### config.mk
export PLATFORM = sky130hd
export DESIGN_NAME = por_semisuspend_seq
export DESIGN_NICKNAME = d
export VERILOG_FILES = /design/src/rtl/sss_pkg.sv /design/src/rtl/ms_phase_counter.sv /design/src/rtl/phase_ctrl.sv /design/src/rtl/bus_irq_flag.sv /design/src/rtl/por_semisuspend_seq.sv
export SDC_FILE = /design/constraint.sdc
export NUM_CORES = 1
export LEC_CHECK = 0
export ABC_AREA = 1
export BUFFER_PORTS_ARGS = -buffer_cell sky130_fd_sc_hd__buf_2
export CAP_MARGIN = 20
export CORE_MARGIN = 8
export CORE_UTILIZATION = 45
export CTS_CLUSTER_DIAMETER = 120
export CTS_CLUSTER_SIZE = 10
export DETAILED_ROUTE_END_ITERATION = 10
export PLACE_DENSITY = 0.67
export SLEW_MARGIN = 10
export SYNTH_ARGS = -nofsm -noshare
export SYNTH_HDL_FRONTEND = slang
export SYNTH_SLANG_ARGS = --single-unit
export TNS_END_PERCENT = 5
### constraint.sdc
create_clock -name clk -period 2.3 [get_ports clk]
set_clock_uncertainty 0.1 [all_clocks]
set_input_delay 0.115 -clock clk [delete_from_list [all_inputs] [get_ports clk]]
set_output_delay 0.115 -clock clk [all_outputs]
set_load 0.01 [all_outputs]
### src/rtl/sss_pkg.sv
package sss_pkg;
  typedef enum logic [1:0] {
    PH_POR  = 2'd0,
    PH_LOCK = 2'd1,
    PH_WAIT = 2'd2,
    PH_RUN  = 2'd3
  } phase_t;

  // true when one more tick brings the count to the limit
  function automatic logic limit_hit(input logic [15:0] cnt, input logic [15:0] lim);
    return (cnt + 16'd1) == lim;
  endfunction

  function automatic int unsigned cnt_width(input int unsigned a, input int unsigned b);
    int unsigned m;
    m = (a > b) ? a : b;
    return (m < 2) ? 1 : $clog2(m + 1);
  endfunction
endpackage

### src/rtl/ms_phase_counter.sv
module ms_phase_counter #(
  parameter int CW = 7
) (
  input  logic          clk,
  input  logic          clear,
  input  logic          tick,
  input  logic [CW-1:0] limit,
  output logic [CW-1:0] count,
  output logic          reach
);
  import sss_pkg::*;

  assign reach = tick && limit_hit(16'(count), 16'(limit));

  always_ff @(posedge clk) begin
    if (clear)      count <= '0;
    else if (reach) count <= '0;
    else if (tick)  count <= count + 1'b1;
  end
endmodule

### src/rtl/phase_ctrl.sv
module phase_ctrl (
  input  logic            clk,
  input  logic            supply_ok,
  input  logic            osc_stable,
  input  logic            bus_reset_det,
  input  logic            lock_reach,
  input  logic            wait_reach,
  output sss_pkg::phase_t phase,
  output logic            early_exit
);
  import sss_pkg::*;

  // bus reset wins over a coincident final tick
  assign early_exit = (phase == PH_WAIT) && bus_reset_det;

  always_ff @(posedge clk) begin
    if (!supply_ok) phase <= PH_POR;
    else begin
      unique case (phase)
        PH_POR:  if (osc_stable) phase <= PH_LOCK;
        PH_LOCK: if (lock_reach) phase <= PH_WAIT;
        PH_WAIT: if (early_exit || wait_reach) phase <= PH_RUN;
        default: phase <= PH_RUN;
      endcase
    end
  end
endmodule

### src/rtl/bus_irq_flag.sv
module bus_irq_flag (
  input  logic clk,
  input  logic clear_all,
  input  logic set_evt,
  input  logic ack,
  input  logic en,
  input  logic gie,
  output logic pending,
  output logic req
);
  assign req = pending & en & gie;

  always_ff @(posedge clk) begin
    if (clear_all)    pending <= 1'b0;
    else if (set_evt) pending <= 1'b1;
    else if (ack)     pending <= 1'b0;
  end
endmodule

### src/rtl/por_semisuspend_seq.sv
module por_semisuspend_seq #(
  parameter int LOCK_MS = 1,
  parameter int WAIT_MS = 95
) (
  input  logic clk,
  input  logic supply_ok,
  input  logic osc_stable,
  input  logic ms_tick,
  input  logic bus_reset_det,
  input  logic bus_irq_en,
  input  logic global_ie,
  input  logic irq_ack,
  input  logic por_flag_clr,
  output logic cpu_hold,
  output logic cpu_start,
  output logic por_active,
  output logic por_flag,
  output logic bus_irq_pending,
  output logic bus_irq_req
);
  import sss_pkg::*;

  localparam int CW = cnt_width(LOCK_MS, WAIT_MS);

  phase_t        phase;
  logic [CW-1:0] ms_count;
  logic [CW-1:0] ms_limit;
  logic          reach, lock_reach, wait_reach;
  logic          in_lock, in_wait, in_hold;
  logic          early_exit, irq_set, was_run;

  assign in_lock    = (phase == PH_LOCK);
  assign in_wait    = (phase == PH_WAIT);
  assign in_hold    = in_lock || in_wait;
  assign ms_limit   = in_wait ? CW'(WAIT_MS) : CW'(LOCK_MS);
  assign lock_reach = reach && in_lock;
  assign wait_reach = reach && in_wait;
  assign irq_set    = bus_reset_det && (in_wait || phase == PH_RUN);

  ms_phase_counter #(.CW(CW)) u_cnt (
    .clk   (clk),
    .clear (!supply_ok || !in_hold),
    .tick  (ms_tick),
    .limit (ms_limit),
    .count (ms_count),
    .reach (reach)
  );

  phase_ctrl u_ctrl (
    .clk           (clk),
    .supply_ok     (supply_ok),
    .osc_stable    (osc_stable),
    .bus_reset_det (bus_reset_det),
    .lock_reach    (lock_reach),
    .wait_reach    (wait_reach),
    .phase         (phase),
    .early_exit    (early_exit)
  );

  bus_irq_flag u_irq (
    .clk       (clk),
    .clear_all (!supply_ok),
    .set_evt   (irq_set),
    .ack       (irq_ack),
    .en        (bus_irq_en),
    .gie       (global_ie),
    .pending   (bus_irq_pending),
    .req       (bus_irq_req)
  );

  always_ff @(posedge clk) begin
    if (!supply_ok) begin
      was_run  <= 1'b0;
      por_flag <= 1'b1;
    end else begin
      was_run <= (phase == PH_RUN);
      if (por_flag_clr) por_flag <= 1'b0;
    end
  end

  assign por_active = (phase == PH_POR);
  assign cpu_hold   = (phase != PH_RUN);
  assign cpu_start  = (phase == PH_RUN) && !was_run;
endmodule

**Word level (Yosys, flattened, before mapping)**

Index checks and enable logic that the tools add are counted.

- Bits in registers: 12

- Equality and inequality tests: 8
- Reduce and logical (&&, ||, !) cells: 17
- $add $sub $neg: 2
- Muxes and demuxes: 7
- Bitwise gates (word level): 2

Operator list:

| cell | number |
|---|---|
| $eq A16 B7 Y1 | 1 |
| $add A7 B1 Y8 const B | 1 |
| $add A7 B1 Y7 const B | 1 |
| $mux W7 | 1 |
| $logic_and A1 B1 Y1 | 6 |
| $mux W2 | 3 |
| $ne A2 B2 Y1 const B | 3 |
| $pmux W2 S3 | 1 |
| $eq A2 B2 Y1 const B | 2 |
| $logic_or A1 B1 Y1 | 4 |
| $logic_not A1 Y1 | 3 |
| $reduce_and A3 Y1 | 1 |
| $and A1 B1 Y1 | 2 |
| $eq A2 B1 Y1 const B | 1 |
| $logic_not A2 Y1 | 1 |
| $mux W1 | 2 |
| $ne A2 B1 Y1 const B | 1 |
| $reduce_bool A2 Y1 | 1 |
| $reduce_or A2 Y1 | 1 |

**Logic depth before layout (Yosys ltp)**

- Word-level depth: 8
- Depth in mapped cells: 13
- Mapped depth without buffers: 13

**Modules after synthesis**

Synthesis repeated with hierarchy kept, for this count alone.

- Cell total of the unflattened synthesis: 139
- Area, all modules: 885.8 µm²

Modules (own cells, without submodules):

| module | instances | cells each | area each (µm²) |
|---|---|---|---|
| ms_phase_counter | 1 | 90 | 560.5 |
| por_semisuspend_seq | 1 | 28 | 181.4 |
| phase_ctrl | 1 | 15 | 97.6 |
| bus_irq_flag | 1 | 6 | 46.3 |

**Least setup slack after synthesis**

No wires, ideal clock.

- Path kind: register to register
- From: register u_cnt.count[0]
- To: register u_ctrl.phase[0]
- Period minus slack after synthesis: 1.567 ns
- Arrival time: 1.352 ns
- Setup slack: 0.733 ns
- Stages on the path, launching flop included: 13
- Library setup time: 0.115 ns
- Path buffers: 0
- Required time: 2.085 ns
- Cells stage by stage: dfxtp_1 -> ha_1 -> inv_1 -> nand2_1 -> nand2_2 -> nor2_2 -> nand3_1 -> a21oi_2 -> nand2_4 -> nand2_4 -> nand3_1 -> nand2_1 -> nor2_1

- Cells in the longest elaborated chain, start to end: 7

Ends and longest elaborated chain:

| what | line | RTL |
|---|---|---|
| from (decl) | ms_phase_counter.sv:8 | `output logic [CW-1:0] count,` |
| from (signal assigned) | ms_phase_counter.sv:18 | `else if (tick) count <= count + 1'b1;` |
| $add A7 B1 Y8 (*) | sss_pkg.sv:11 | `return (cnt + 16'd1) == lim;` |
| $eq A16 B7 Y1 (*) | sss_pkg.sv:11 |  |
| $logic_and A1 B1 Y1 (*) | ms_phase_counter.sv:13 | `assign reach = tick && limit_hit(16'(count), 16'(limit));` |
| $logic_and A1 B1 Y1 | por_semisuspend_seq.sv:37 | `assign wait_reach = reach && in_wait;` |
| $logic_or A1 B1 Y1 | phase_ctrl.sv:22 | `PH_WAIT: if (early_exit \|\| wait_reach) phase <= PH_RUN;` |
| $ne A2 B1 Y1 (no source line) | n/a |  |
| $reduce_and A3 Y1 (no source line) (*) | n/a |  |
| to (signal assigned) | phase_ctrl.sv:21 | `PH_LOCK: if (lock_reach) phase <= PH_WAIT;` |
| to (signal assigned) | phase_ctrl.sv:22 |  |
| to (signal assigned) | phase_ctrl.sv:23 | `default: phase <= PH_RUN;` |
| to (decl) | phase_ctrl.sv:8 | `output sss_pkg::phase_t phase,` |

Every way passes the cells marked *; elsewhere a longest branch is shown, timed or not.
A chain may end at the register's enable or synchronous reset.

**Worst setup path in the final report**

Ends and elaborated chain as after synthesis.

==> run_results.csv <==
group,metric,value,unit
power,pwr_density_cell,956,nW/um^2
power,total_leakage_power,0.483,nW
setup_path,cp_max_fo,5,
power,pwr-share-comb,48.0,%
hold_path,min_path_type,"in2reg",
synth,synth_edf_count,0,
synth,synth_most_common_cell,"nand2_1",
drt,via_count,705,
global_route,grt-ovfl-total,0,
synth,ys_warn_count,0,
synth,mappedNetlistNets,124,
power,ir_worst_vdd,0.000526,V
placement,hpwl,1320,um
setup_path,startpoint_type,"flip-flop",
timing,drv_slew,0,
floorplanning,dieArea,3350,sq um
clock_tree,root_buffer,"clkbuf_4",
global_route,grt_pass1_vias,686,
power,clockPowerShare,19.1,%
global_route,grt_pass1_wl,2820,um
clock_tree,cts_tree,"built",
power,p_sw,0.000370,W
job,cap_violations,0,
drt,routed_wl,1620,um
global_route,antenna_found_initial,0,
timing,setup_viol,0,
synth,synth_cells,108,
clock_tree,clock_sinks,12,
placement,gp_congestion,0.826,
setup_path,path_cells,"ha_1 > nand3_1 > nand2_1 > nand2_2 > nor2_1 > nand3_2 > nand2_2 > nand2_4 > nand2_4 > nand3_1 > nand2_1 > nor2_1",
timing,whs,6.89,ps
clock_tree,post_cts_buffers,0,
status,status,"completed",
placement,port_buffers,14,
drt,firstDrtPassIters,4,
floorplanning,die_h,57.9,um
synth,async_flop_share,0,%
setup_path,cpPeakStageDelay,390,ps
power,seqPwrFrac,32.9,%
timing,fin_setup_tns,0,ps
timing,hold_violations,0,
synth,ys_seq_area_share,30.4,%
timing,slew-limit-headroom,83.2,%
power,switching_share,41.0,%
clock_tree,clock_latency,280,ps
clock_tree,post_cts_resized,0,
timing,worst_pin_slew,252,ps
floorplanning,boundaryPins,15,
timing,fin_crit,1720,ps
setup_path,cp.required,2380,ps
synth,synth_top_cells_by_area,"dfxtp_1 30%, ha_1 11%, nand2_1 9.5%, inv_1 8.1%, nand2_2 5.5%",
clock_tree,path_clk_slew,80,ps
clock_tree,cts_max_level,1,
cells_and_area,drive_gt1_share,27.3,%
cells_and_area,area_growth,19.5,%
clock_tree,cts_buffers,3,
synth,synthFlopType,"dfxtp_1",
synth,synth.top_cells.by_count,"20 x nand2_1, 17 x inv_1, 12 x dfxtp_1",
global_route,grt_max_degree,10,
setup_path,crit_slowest_cell,"dfxtp_1",
timing,period_share,74.7,%
setup_path,cp.arrival,1800,ps
drt,ant_nets,0,
synth,synth_area_per_cell,7.31,sq um
cells_and_area,antennaDiodeCount,0,
setup_path,timing_worst_setup_path_type,"reg2reg",
synth,ys_ff_latch,12,
cells_and_area,fin_nets,145,
floorplanning,fp.coreArea,1690,sq um
drt,wl_per_cell,11.2,um
setup_path,worst_setup_path_end_kind,"flip-flop",
synth,syn_area,790,sq um
global_route,grt_usage,10.7,%
clock_tree,cts.path.max_buffers,2,
synth,synth_top_cell_area_share,30.4,%
power,p_int,0.000532,W
timing,rsz0062_at_grt,"no",
drt,drc_errors,0,
synth,yosys.area.top_type,"dfxtp_1",
timing,fmax,582,MHz
power,power,0.000902,W
synth,synth.distinct_cells,22,
drt,viasPerCell,4.86,
floorplanning,die_w,57.9,um
drt,dr.first_iter.drc_count,6,
floorplanning,fp-row-count,15,
floorplanning,initial_core_util,46.7,%
## critical path, delay by kind of cell (launching register included)
kind | cells | cell delay, ps
and+or+nand+nor | 11 | 860
adders and majority gates | 1 | 250
DFF | 1 | 390
## layout by cell type (no fill, tap or decap)
cell type,instances
a21oi_2,1
inv_1,17
nand2_2,7
a21oi_1,3
nor2_2,2
a21boi_1,1
and3_1,1
nand3_4,1
buf_2,14
nor2_1,11
clkbuf_8,1
nand2_1,20
nand3_1,7
clkbuf_4,3
ha_1,7
xor2_1,1
clkinv_4,1
nand3_2,1
nand2_4,2
bufinv_8,1
dlygate4sd3_1,3
o21bai_2,1
o21ai_0,8
dfxtp_1,12
nand4_1,2
## cells by family (layout without fill, tap and decap cells)
family,after synthesis,count (layout),synth area share [%]
flops,12,12,30.4
simple gates,54,54,35.0
xor+xnor,1,1,1.11
compound gates,14,14,10.5
fa+ha+maj,7,7,11.1
buf+inv,20,40,11.9
## through the flow
stage / utilization (%) / cells / area [sq um] / worst slack, ps
global placement: 51.9 / 138 / 877 / 640
floorplan: - / 108 / 790 / 733
CTS: 55.9 / 145 / 943 / 572
detailed placement: 51.9 / 138 / 877 / 603
global route: 55.9 / 145 / 943 / 409
finish: 55.9 / 145 / 943 / 583
## power groups by stage
stage | Clock, W | Combinational (W) | Sequential [W]
4_1_cts | 0.000174 | 0.000440 | 0.000297
2_1_floorplan | 0 | 0.000336 | 0.000294
3_3_place_gp | 0 | 0.000413 | 0.000302
6_report | 0.000172 | 0.000433 | 0.000297
3_5_place_dp | 0 | 0.000430 | 0.000303
5_1_grt | 0.000184 | 0.000492 | 0.000306
## per-layer routing
layer,routed length [um],vias to the layer above,track usage (%)
met5,0,-,0
met4,35,0,6.29
met3,39,5,1.99
met2,814,9,17.8
met1,733,315,12.4
li1,-,376,-
## sequential cells by signal, summed over array words and instances (netlist names)
name	count
u_irq.pending	1
por_flag	1
u_cnt.count	7
u_ctrl.phase	2
was_run	1
## repair_timing
item / in CTS / in global routing
hold buffers: 3 / 0
endpoints found under the setup margin: 0 / 0
endpoints found under the hold margin: 2 / 0
## worst paths after layout
kind	start	end	slack, ps	cells after the start
hold / removal	bus_reset_det	u_irq.pending$_SDFFE_PN0P_	7	3
setup / recovery	u_cnt.count[0]$_SDFFE_PP0P_	u_ctrl.phase[0]$_SDFFE_PN0P_	580	12
hold reg to reg	u_irq.pending$_SDFFE_PN0P_	u_irq.pending$_SDFFE_PN0P_	390	2
setup reg to reg	u_cnt.count[0]$_SDFFE_PP0P_	u_ctrl.phase[0]$_SDFFE_PN0P_	580	12
## layout make-up
cell class	count	area, sq um
Sequential cell	12	240
Fill cell	162	746
Tap cell	17	21.3
Clock buffer	4	36.3
Timing Repair Buffer	17	100
Multi-Input combinational cell	76	455
Inverter	19	90.1
Note: power is estimated with default switching activity, not from simulation.
